===== src/rtl/adc_sr_pkg.sv =====
package adc_sr_pkg;
  typedef enum logic [1:0] {ST_IDLE, ST_RUN, ST_GAP} st_e;
  localparam int unsigned RES_W  = 8;
  localparam int unsigned MAX_LZ = 3;
endpackage


===== src/rtl/adc_sr_clkgen.sv =====
module adc_sr_clkgen #(
  parameter int unsigned DIV_W = 8
) (
  input  logic             clk_i,
  input  logic             rst_ni,
  input  logic             run_i,
  input  logic [DIV_W-1:0] half_m1_i,
  output logic             sclk_o,
  output logic             rise_o,
  output logic             fall_o
);
  logic [DIV_W-1:0] cnt;
  logic             ph;
  logic             wrap;

  assign wrap = (cnt == half_m1_i);

  always_ff @(posedge clk_i or negedge rst_ni) begin
    if (!rst_ni) begin
      cnt <= '0;
      ph  <= 1'b0;
    end else if (!run_i) begin
      cnt <= '0;
      ph  <= 1'b0;
    end else if (wrap) begin
      cnt <= '0;
      ph  <= ~ph;
    end else begin
      cnt <= cnt + 1'b1;
    end
  end

  assign sclk_o = ph;
  assign rise_o = run_i & ~ph & wrap;
  assign fall_o = run_i &  ph & wrap;
endmodule


===== src/rtl/adc_sr_txsel.sv =====
module adc_sr_txsel #(
  parameter int unsigned ADDR_W = 4,
  parameter int unsigned SLOT_W = 5,
  localparam int unsigned CH_W  = (ADDR_W > 2) ? ADDR_W - 2 : 1,
  localparam int unsigned OFF_W = (ADDR_W > 2) ? $clog2(ADDR_W) : 1
) (
  input  logic [SLOT_W-1:0] slot_i,
  input  logic [SLOT_W-1:0] start_slot_i,
  input  logic [SLOT_W-1:0] last_addr_i,
  input  logic              se_i,
  input  logic              odd_i,
  input  logic [CH_W-1:0]   chan_i,
  output logic              bit_o
);
  logic [ADDR_W-1:0] word;
  logic [SLOT_W-1:0] off;

  generate
    if (ADDR_W > 2) begin : g_chan
      assign word = {se_i, odd_i, chan_i[ADDR_W-3:0]};
    end else begin : g_nochan
      assign word = {se_i, odd_i};
    end
  endgenerate

  assign off = last_addr_i - slot_i;

  always_comb begin
    if (slot_i < start_slot_i)       bit_o = 1'b0;
    else if (slot_i == start_slot_i) bit_o = 1'b1;
    else if (slot_i <= last_addr_i)  bit_o = word[off[OFF_W-1:0]];
    else                             bit_o = 1'b0;
  end
endmodule


===== src/rtl/adc_sr_rxcap.sv =====
module adc_sr_rxcap #(
  parameter int unsigned SLOT_W = 5,
  parameter int unsigned RES_W  = 8
) (
  input  logic              clk_i,
  input  logic              rst_ni,
  input  logic              clr_i,
  input  logic              rise_i,
  input  logic [SLOT_W-1:0] slot_i,
  input  logic [SLOT_W-1:0] first_i,
  input  logic              sdi_i,
  output logic [RES_W-1:0]  msb_o,
  output logic [RES_W-1:0]  lsb_o
);
  logic [SLOT_W-1:0] off;
  assign off = slot_i - first_i;

  always_ff @(posedge clk_i or negedge rst_ni) begin
    if (!rst_ni) begin
      msb_o <= '0;
      lsb_o <= '0;
    end else if (clr_i) begin
      msb_o <= '0;
      lsb_o <= '0;
    end else if (rise_i && slot_i >= first_i) begin
      if (off < SLOT_W'(RES_W))
        msb_o <= {msb_o[RES_W-2:0], sdi_i};
      else if (off < SLOT_W'(2*RES_W))
        lsb_o <= {sdi_i, lsb_o[RES_W-1:1]};  // first replay bit lands in bit 0
    end
  end
endmodule


===== src/rtl/adc_sreader.sv =====
module adc_sreader
  import adc_sr_pkg::*;
#(
  parameter int unsigned ADDR_W = 4,
  parameter int unsigned DIV_W  = 8,
  localparam int unsigned CH_W  = (ADDR_W > 2) ? ADDR_W - 2 : 1
) (
  input  logic             clk_i,
  input  logic             rst_ni,
  input  logic [DIV_W-1:0] div_i,
  input  logic [1:0]       lead_zeros_i,
  input  logic             req_valid_i,
  output logic             req_ready_o,
  input  logic             req_se_i,
  input  logic             req_odd_i,
  input  logic [CH_W-1:0]  req_chan_i,
  input  logic             req_replay_i,
  output logic             sclk_o,
  output logic             cs_no,
  output logic             sdo_o,
  output logic             sdo_oe_o,
  input  logic             sdi_i,
  output logic             res_valid_o,
  output logic [7:0]       res_data_o,
  output logic             res_mismatch_o
);
  localparam int unsigned MAX_SLOTS = MAX_LZ + 1 + ADDR_W + 1 + 2*RES_W;
  localparam int unsigned SLOT_W    = $clog2(MAX_SLOTS + 1);

  st_e               st;
  logic [SLOT_W-1:0] slot;
  logic [1:0]        z_q;
  logic              se_q, odd_q, rep_q;
  logic [CH_W-1:0]   chan_q;
  logic [DIV_W-1:0]  div_q;
  logic [DIV_W:0]    gap;
  logic              res_valid;
  logic [RES_W-1:0]  res_data;
  logic              res_mis;

  logic              run, rise, fall, accept, tx_bit;
  logic [SLOT_W-1:0] start_slot, last_addr, first_res, last_slot;
  logic [RES_W-1:0]  msb_w, lsb_w;

  assign run        = (st == ST_RUN);
  assign accept     = (st == ST_IDLE) && req_valid_i;
  assign start_slot = SLOT_W'(z_q);
  assign last_addr  = start_slot + SLOT_W'(ADDR_W);
  assign first_res  = last_addr + SLOT_W'(2);
  assign last_slot  = last_addr + (rep_q ? SLOT_W'(2*RES_W + 1) : SLOT_W'(RES_W + 1));

  adc_sr_clkgen #(.DIV_W(DIV_W)) u_clk (
    .clk_i, .rst_ni, .run_i(run), .half_m1_i(div_q),
    .sclk_o, .rise_o(rise), .fall_o(fall)
  );

  adc_sr_txsel #(.ADDR_W(ADDR_W), .SLOT_W(SLOT_W)) u_tx (
    .slot_i(slot), .start_slot_i(start_slot), .last_addr_i(last_addr),
    .se_i(se_q), .odd_i(odd_q), .chan_i(chan_q), .bit_o(tx_bit)
  );

  adc_sr_rxcap #(.SLOT_W(SLOT_W), .RES_W(RES_W)) u_rx (
    .clk_i, .rst_ni, .clr_i(accept), .rise_i(rise), .slot_i(slot),
    .first_i(first_res), .sdi_i, .msb_o(msb_w), .lsb_o(lsb_w)
  );

  always_ff @(posedge clk_i or negedge rst_ni) begin
    if (!rst_ni) begin
      st        <= ST_IDLE;
      slot      <= '0;
      z_q       <= '0;
      se_q      <= 1'b0;
      odd_q     <= 1'b0;
      rep_q     <= 1'b0;
      chan_q    <= '0;
      div_q     <= DIV_W'(1);
      gap       <= '0;
      res_valid <= 1'b0;
      res_data  <= '0;
      res_mis   <= 1'b0;
    end else begin
      res_valid <= 1'b0;
      unique case (st)
        ST_IDLE: if (accept) begin
          st     <= ST_RUN;
          slot   <= '0;
          z_q    <= lead_zeros_i;
          se_q   <= req_se_i;
          odd_q  <= req_odd_i;
          chan_q <= req_chan_i;
          rep_q  <= req_replay_i;
          div_q  <= (div_i == '0) ? DIV_W'(1) : div_i;
        end
        ST_RUN: if (fall) begin
          if (slot == last_slot) begin
            st        <= ST_GAP;
            gap       <= {div_q, 1'b1};  // 2h-1 more cycles of chip select high
            res_valid <= 1'b1;
            res_data  <= msb_w;
            res_mis   <= rep_q && (lsb_w != msb_w);
          end else begin
            slot <= slot + 1'b1;
          end
        end
        ST_GAP: if (gap == '0) st <= ST_IDLE;
                else           gap <= gap - 1'b1;
        default: st <= ST_IDLE;
      endcase
    end
  end

  assign req_ready_o    = (st == ST_IDLE);
  assign cs_no          = ~run;
  assign sdo_oe_o       = run && (slot <= last_addr);
  assign sdo_o          = sdo_oe_o & tx_bit;
  assign res_valid_o    = res_valid;
  assign res_data_o     = res_data;
  assign res_mismatch_o = res_mis;
endmodule


===== config.mk =====
export PLATFORM = sky130hd
export DESIGN_NAME = adc_sreader
export DESIGN_NICKNAME = d
export VERILOG_FILES = /design/src/rtl/adc_sr_pkg.sv /design/src/rtl/adc_sr_clkgen.sv /design/src/rtl/adc_sr_txsel.sv /design/src/rtl/adc_sr_rxcap.sv /design/src/rtl/adc_sreader.sv
export SDC_FILE = /design/constraint.sdc
export NUM_CORES = 1
export LEC_CHECK = 0
export CAP_MARGIN = 5
export CORE_UTILIZATION = 55
export CTS_BUF_LIST = sky130_fd_sc_hd__clkbuf_4 sky130_fd_sc_hd__clkbuf_8
export DETAILED_ROUTE_END_ITERATION = 7
export GPL_TIMING_DRIVEN = 0
export PLACE_DENSITY = 0.74
export RECOVER_POWER = 100
export SYNTH_ARGS = -nofsm -noshare
export SYNTH_HDL_FRONTEND = slang
export SYNTH_SLANG_ARGS = --single-unit
export TNS_END_PERCENT = 30

===== constraint.sdc =====
create_clock -name clk_i -period 5.55 [get_ports clk_i]
set_input_delay 1.3875 -clock clk_i [delete_from_list [all_inputs] [get_ports clk_i]]
set_output_delay 1.3875 -clock clk_i [all_outputs]
set_load 0.02 [all_outputs]

Word-level counts from Yosys, hierarchy flattened
Cells that the tools add are included. W data, S select, Z words.

Bitwise logic cells: 7. Multiplexer cells: 34. Add/sub/neg operators: 8. Reductions and logical operators: 19. Magnitude comparators: 6. Equality and inequality tests: 14.

Operators with widths (count): $mux W8 (10); $mux W9 (3); $mux W5 (4); $pmux W9 S2 (1); $reduce_and A4 Y1 (3); $pmux W5 S2 (1); $reduce_bool A2 Y1 (5); $logic_not A9 Y1 (1); $mux W1 (9); $sub A9 B1 Y9 const B (1); $add A8 B1 Y8 const B (1); $eq A8 B8 Y1 (1); $logic_not A8 Y1 (1); $mux W2 (4); $ne A2 B1 Y1 const B (4); $ne A2 B2 Y1 const B (4); $ne A8 B8 Y1 (1); $pmux W2 S3 (1); $reduce_and A3 Y1 (2); $add A4 B2 Y5 const B (1); $add A4 B5 Y5 (1); $add A5 B1 Y5 const B (1); $and A1 B1 Y1 (5); $eq A5 B2 Y1 (1); other kinds (17) (22).

Output and inout port bits: 15. Logic and storage cells: 104. Flip-flop bits (word level): 66. Input bits: 19.

Longest topological paths before layout
Gate-level depths: netlist (run 1).

Depth in word-level cells: 8. Gate-level depth with buffers: 10. Gate-level depth less buffers: 8.

Cells and area by module
Synthesis (run 1) repeated with hierarchy kept, for this count alone.

Cell total of the unflattened synthesis: 372. Area total of the unflattened synthesis: 3927.5 µm².

Modules (own cells, without submodules): adc_sreader (seq. area each 1027.2 µm², area each 2230.9 µm², cells an instance 213, times used 1); adc_sr_rxcap (seq. area each 400.4 µm², area each 855.8 µm², cells an instance 72, times used 1); adc_sr_clkgen (seq. area each 225.2 µm², area each 545.5 µm², cells an instance 49, times used 1); adc_sr_txsel (seq. area each 0.0 µm², area each 295.3 µm², cells an instance 38, times used 1).

Least setup slack after synthesis (run 1)
OpenSTA, ideal clock, no wires.

Kind: register -> output. From: register slot[1]. To: output port sdo_o. Required time: 4.163 ns. Cell stages (with the launch flop): 6. Arrival time: 2.349 ns. Slack: 1.814 ns. Path buffers: 0. Cells stage by stage: dfrtp_1 ha_1 xnor2_1 mux4_2 nand2_1 a2111oi_0.

Longest elaborated chain between the ends: 7. Elaborated cells between the ends (all ways): 11. Those cells by class: add/sub: 1; order compare: 2; eq/ne: 1; mux: 5; bitwise: 1; reduce/logical: 1.

RTL lines: start: declaration (RTL line adc_sreader.sv:31) `logic [SLOT_W-1:0] slot;`; start signal: assignment (RTL line adc_sreader.sv:102) `slot <= slot + 1'b1;`; $sub A2 B2 Y2 (RTL line adc_sr_txsel.sv:26) `assign off = last_addr_i - slot_i;`; $bmux W1 S2 (RTL line adc_sr_txsel.sv:31) `else if (slot_i <= last_addr_i) bit_o = word[off[OFF_W-1:0]];`; $mux W1 (not written as such) (RTL line adc_sr_txsel.sv:31); $mux W1 (RTL line adc_sr_txsel.sv:31); $mux W1 (RTL line adc_sr_txsel.sv:30) `else if (slot_i == start_slot_i) bit_o = 1'b1;`; $mux W1 (RTL line adc_sr_txsel.sv:29) `if (slot_i < start_slot_i) bit_o = 1'b0;`; $and A1 B1 Y1 (*) (RTL line adc_sreader.sv:115) `assign sdo_o = sdo_oe_o & tx_bit;`; end: declaration (RTL line adc_sreader.sv:20) `output logic sdo_o,`.

Every way passes the cells marked *; elsewhere a longest branch is shown, timed or not. The select of a mux whose other input is x is not followed.

Final worst setup path (run 1)
Same ends and word-level chain as after synthesis.

==> impl_metrics.yaml, run 1 <==
global_routing:
  grt_max_degree: 67
  antenna_found_initial: 0
  track_usage: 0.250
  grt_overflow_total: 0
  grt_pass1_vias: 2542
  grt_pass1_wl_um: 12200
clock_network:
  clk_latency_ns: 0.34
  post_cts_resize_count: 0
  cts_root_buf: "clkbuf_8"
  cts_tree: "built"
  cts.htree.levels: 3
  path_clk_slew_ns: 0.07
  numClockSinks: 66
  postCtsSetupBuffers: 0
  clock_tree.buffer_depth: 2
  ctsHoldBuffers: 0
  cts_buffers: 9
sta:
  clock.fmax_mhz: 239
  rsz0062_at_grt: "no"
  finalSetupViolCount: 0
  hold_viol_final: 0
  hold_ws_ns: 0.472
  period_share: 0.755
  skew_ns: 0.00950
  tightest_slew_ns: 1.21
  layout_setup_ws_ns: 1.36
  tns_ns: 0
  relSlewSlack: 0.188
  final_max_slew_viol_count: 0
  period_needed_ns: 4.19
route:
  viasPerCell: 5.48
  drt_first_pass_iters: 4
  final_antenna_net_count: 0
  drt-initial-drc-count: 169
  drt-total-wl_um: 7280
  vias: 2583
  drc: 0
  wl_per_cell_um: 15.5
floorplanning:
  initial_utilization: 0.578
  die_area_um2: 6620
  core_area_um2: 5990
  die_h_um: 81.3
  rows: 28
  io_pins: 34
  die_w_um: 81.3
worst_hold_path:
  min_path_cells: 2
  min_from: "se_q$_DFFE_PN0P_"
  hold_class: "flip-flop to flip-flop"
  hold_end: "se_q$_DFFE_PN0P_"
finish:
  syn_to_final_growth_pct: 18.8
  stdcell_count: 471
  antenna_cells: 0
  nets: 421
  multiInputGateArea_um2: 1650
  fill_cells: 473
  drive_gt1_frac: 0.109
  final-seq-area_um2: 1650
power:
  peakVddDrop_mv: 0.259
  p_leak_uw: 0.00203
  p_per_area_nw_per_um2: 490
synth:
  ys_top_cells_by_area: "dfrtp_1 (47%), nand2_1 (6.8%), mux2_2 (6.2%), xor2_1 (6.1%), mux2i_1 (4.3%)"
  yosysTopAreaCellShare: 0.470
  synthArstFlopShare: 1.00
  ys_ff_latch: 66
  ys.flop_type: "dfrtp_1"
  synthMostInstantiatedCell: "dfrtp_1"
  synth_nets: 377
  syn_inst: 347
  synthTopCellsByCount: "dfrtp_1 (65), nand2_1 (63), nor2_1 (24), xor2_1 (24)"
  synth_warnings: 0
  synth_edf_count: 0
  synth_cell_types: 45
  yosysTopAreaCell: "dfrtp_1"
  yosysSeqAreaShare: 0.477
  syn_area_per_cell_um2: 9.98
  syn_area_um2: 3460
worst_setup_path:
  r2r-end: "gap[4]$_DFFE_PN0P_"
  regToRegStartpoint: "z_q[1]$_DFFE_PN0P_"
  required_ns: 4.16
  reg2reg_depth: 9
  r2r_setup_slack_ns: 2.27
  endpoint_kind: "output pin"
  arrival_ns: 2.80
  worstSetupPathType: "flip-flop to output pin"
  start_kind: "flip-flop"
  crit_path_max_fanout: 6
run_status:
  status: "finished clean"
placed_design:
  gp_congestion: 0.873
  portBuffers: 33
  dp.cells: 455
  dpl.hpwl_um: 5070
  place_ws_ns: 1.73
flow_run:
  maxCapViolCount: 0
## state kept, by name, summed over array words and instances, names as in the netlist, 2 cells and up
register	cells
div_q	8
u_clk.cnt	8
z_q	2
res_data_o	8
st	2
u_rx.msb_o	8
u_rx.lsb_o	8
gap	9
slot	5
chan_q	2
## power by group
group / switching, uW / internal, uW / total, uW
logic: 412 / 336 / 748
registers: 149 / 613 / 762
clock network: 194 / 311 / 505
total: 755 / 1260 / 2020
## critical path: stages (launching register included)
cell and delay [ns]:
dfrtp_1 0.47, ha_1 0.41, xnor2_1 0.21, mux4_2 0.23, nand2_1 0.05, a2111oi_0 0.37, dlygate4sd3_1 0.73
## cell usage in the layout (no fill, tap or decap), drive strengths merged, types with 11 or more instances in the layout
| master | n |
|---|---|
| dfrtp | 65 |
| nand2 | 64 |
| xor2 | 24 |
| nor2 | 24 |
| clkbuf | 20 |
| inv | 19 |
| mux2 | 19 |
| dlygate4sd3 | 17 |
| clkdlybuf4s50 | 16 |
| mux2i | 15 |
| o21ai | 15 |
| ha | 11 |
## per-layer routing
metal	track usage	wire length, um	part of all wire	vias up
li1	-	-	-	1267
met1	0.355	3670	0.50	1258
met2	0.383	3290	0.45	49
met3	0.0404	238	0.033	9
met4	0.0929	90	0.012	0
met5	0	0	0	-
## stage by stage
step | utilization | cell area [um^2] | total power, uW
global route | 0.686 | 4110 | 2170
floorplan | - | 3460 | 1320
global placement | 0.649 | 3890 | 1490
CTS | 0.690 | 4140 | 2040
finish | 0.686 | 4110 | 2020
detailed placement | 0.648 | 3880 | 1520
## final cells by class
class / instances / share of cell area
clock buffers: 10 / 0.0335
well taps: 75 / 0.0228
multi-input cells: 249 / 0.401
clock inverters: 6 / 0.0277
inverters: 19 / 0.0173
repair buffers: 33 / 0.0797
plain buffers: 13 / 0.0158
flip-flops and latches: 66 / 0.402
## logic make-up (layout without fill, tap and decap cells)
| family | Yosys count | after routing | share of synthesized area |
|---|---|---|---|
| AO/OA/AOI/OAI | 43 | 43 | 0.0810 |
| XOR/XNOR | 32 | 32 | 0.0810 |
| adder cells (fa/ha/maj) | 11 | 11 | 0.0398 |
| buffers and inverters | 32 | 81 | 0.0398 |
| flip-flops | 66 | 66 | 0.477 |
| multiplexers | 35 | 35 | 0.112 |
| AND/OR/NAND/NOR | 128 | 128 | 0.169 |
## how the worst max path moves through the flow
| stage | cells past startpoint | slack (ns) | endpoint | start |
|---|---|---|---|---|
| 6_report | 6 | 1.36 | sdo_o | slot[1]$_DFFE_PN0P_ |
| 5_1_grt | 6 | 1.26 | sdo_o | slot[0]$_DFFE_PN0P_ |
| 4_1_cts | 6 | 1.37 | sdo_o | slot[1]$_DFFE_PN0P_ |
| 3_5_place_dp | 6 | 1.73 | sdo_o | slot[1]$_DFFE_PN0P_ |
| 3_3_place_gp | 1 | 0.83 | res_data_o[5]$_DFFE_PN0P_ | rst_ni |
| 2_1_floorplan | 5 | 1.81 | sdo_o | slot[1]$_DFFE_PN0P_ |
(Power assumes the default switching activity.)
==> run 2, diff against run 1 <==
- CORE_UTILIZATION: 55 -> 53
- PLACE_DENSITY: 0.74 -> 0.75
- clock period: 5.55 -> 3.5 ns (I/O delays scaled with it)
==> impl_metrics.yaml, run 2 (synthesized netlist as in run 1, its figures left out) <==
route:
  wl_per_cell_um: 15.5
  vias: 2611
  drt-initial-drc-count: 211
  drt_first_pass_iters: 4
  drt-total-wl_um: 7320
  final_antenna_net_count: 0
  drc: 0
  viasPerCell: 5.52
power:
  combPwrFrac: 0.378
  seq_power_share: 0.388
  p_leak_uw: 0.00201
  switchingPower_uw: 1200
  sw_frac_of_total: 0.384
  p_clk_frac: 0.234
  p_total_uw: 3120
  p_per_area_nw_per_um2: 765
  intPower_uw: 1930
  peakVddDrop_mv: 0.418
clock_network:
  clk_latency_ns: 0.36
  postCtsSetupBuffers: 0
  cts_root_buf: "clkbuf_8"
  cts_buffers: 9
  cts_tree: "built"
  numClockSinks: 66
  path_clk_slew_ns: 0.08
  clock_tree.buffer_depth: 2
  cts.htree.levels: 3
floorplanning:
  die_w_um: 82.8
  die_area_um2: 6860
  initial_utilization: 0.548
  rows: 29
  die_h_um: 82.8
  io_pins: 34
  core_area_um2: 6310
worst_setup_path:
  cpMaxStageDelayCell: "clkdlybuf4s50_1"
  start_kind: "flip-flop"
  required_ns: 2.62
  cp_slowest_stage_delay_ns: 0.62
  reg2reg_depth: 5
  cp_top_family: "buffers and inverters"
  crit_chain: "nand2b_1 -> clkdlybuf4s25_1 -> or3_1 -> a31oi_1 -> clkdlybuf4s50_1"
  cp_num_buf_inv: 2
  worstSetupPathType: "flip-flop to output pin"
  arrival_ns: 2.42
  cp.depth: 5
  crit_path_max_fanout: 8
  endpoint_kind: "output pin"
sta:
  period_share: 0.941
  period_needed_ns: 3.29
  skew_ns: 0.00732
  relSlewSlack: -0.0741
  layout_setup_ws_ns: 0.207
  tightest_slew_ns: 1.61
  hold_ws_ns: 0.481
  rsz0062_at_grt: "no"
  final_max_slew_viol_count: 67
  tns_ns: 0
  finalSetupViolCount: 0
  hold_viol_final: 0
  clock.fmax_mhz: 304
global_routing:
  antenna_found_initial: 0
  grt_pass1_wl_um: 12500
  grt_max_degree: 67
  track_usage: 0.236
  grt_overflow_total: 0
  grt_pass1_vias: 2567
run_status:
  status: "finished with violations"
  violations: "max-capacitance violations, max-slew violations"
finish:
  final_cell_mix: "dfrtp_1 (65), nand2_1 (64), xor2_1 (24), nor2_1 (24)"
  stdcell_count: 473
  syn_to_final_growth_pct: 18.0
  nets: 421
  fill_cells: 509
  regMostFlops: "gap"
  drive_gt1_frac: 0.114
  multiInputGateArea_um2: 1650
  antenna_cells: 0
  largest_register_ffs: 9
  layout_commonest_cell: "dfrtp_1"
  final-seq-area_um2: 1650
worst_hold_path:
  hold_class: "flip-flop to flip-flop"
  min_path_cells: 2
placed_design:
  gp_congestion: 0.879
  dpl.hpwl_um: 5110
  portBuffers: 33
  place_ws_ns: 0.228
  dp.cells: 457
flow_run:
  maxCapViolCount: 1
[run 2: layer usage]
layer / up-vias / global-route usage / wire (um)
li1: 1278 / - / -
met1: 1261 / 0.324 / 3550
met2: 52 / 0.350 / 3310
met3: 20 / 0.0616 / 256
met4: 0 / 0.111 / 206
met5: - / 0 / 0
[run 2: worst paths after layout]
check	slack, ns	start	to
max	0.21	st[1]$_DFFE_PN0P_	sdo_oe_o
min	0.48	se_q$_DFFE_PN0P_	se_q$_DFFE_PN0P_
max reg2reg	0.43	div_q[1]$_DFFE_PN0P_	gap[4]$_DFFE_PN0P_
min reg2reg	0.48	se_q$_DFFE_PN0P_	se_q$_DFFE_PN0P_
max in group asynchronous	1.61	rst_ni	u_clk.cnt[3]$_DFF_PN0_
min in group asynchronous	0.92	rst_ni	res_data_o[7]$_DFFE_PN0P_
[run 2: final cells by class]
cell class / count / share of cell area
clock buffer: 10 / 0.0337
sequential: 66 / 0.405
timing repair buffer: 33 / 0.0784
tap: 77 / 0.0236
buffer: 13 / 0.0153
multi-input combinational: 249 / 0.405
inverter: 19 / 0.0175
clock inverter: 6 / 0.0218
[run 2: power groups by stage]
stage	registers [uW]	logic (uW)	clock network, uW
after floorplan	1150	940	0
after global placement	1210	1150	0
after detailed placement	1220	1200	0
after CTS	1210	1210	742
after global routing	1240	1340	787
final	1210	1180	732
[run 2: per-stage QoR]
| stage | instance area [um^2] | utilization |
|---|---|---|
| after floorplan | 3460 | - |
| after global routing | 4080 | 0.647 |
| after global placement | 3890 | 0.616 |
| after detailed placement | 3890 | 0.616 |
| after CTS | 4110 | 0.651 |
| final | 4080 | 0.647 |
[run 2: worst reg2reg max path, cell delays in order, from the launching register on]
cell and delay (ns):
dfrtp_1 0.43, xor2_1 0.18, nor4_1 0.72, nand2_1 0.41, o31ai_2 0.81, mux2_2 0.41
[run 2: timing repair]
action                     4_1_cts  5_1_grt
hold endpoints to repair         0        0
gates resized for setup          1        2
hold buffers                     0        0
setup endpoints to repair        1        1
==> run 3, diff against run 2 <==
- CTS_CLUSTER_SIZE: default -> 16
- HOLD_SLACK_MARGIN: default -> 0.1
==> results of run 3 <==
Same layout as run 2: the final DEF is identical, and so are final timing and power.
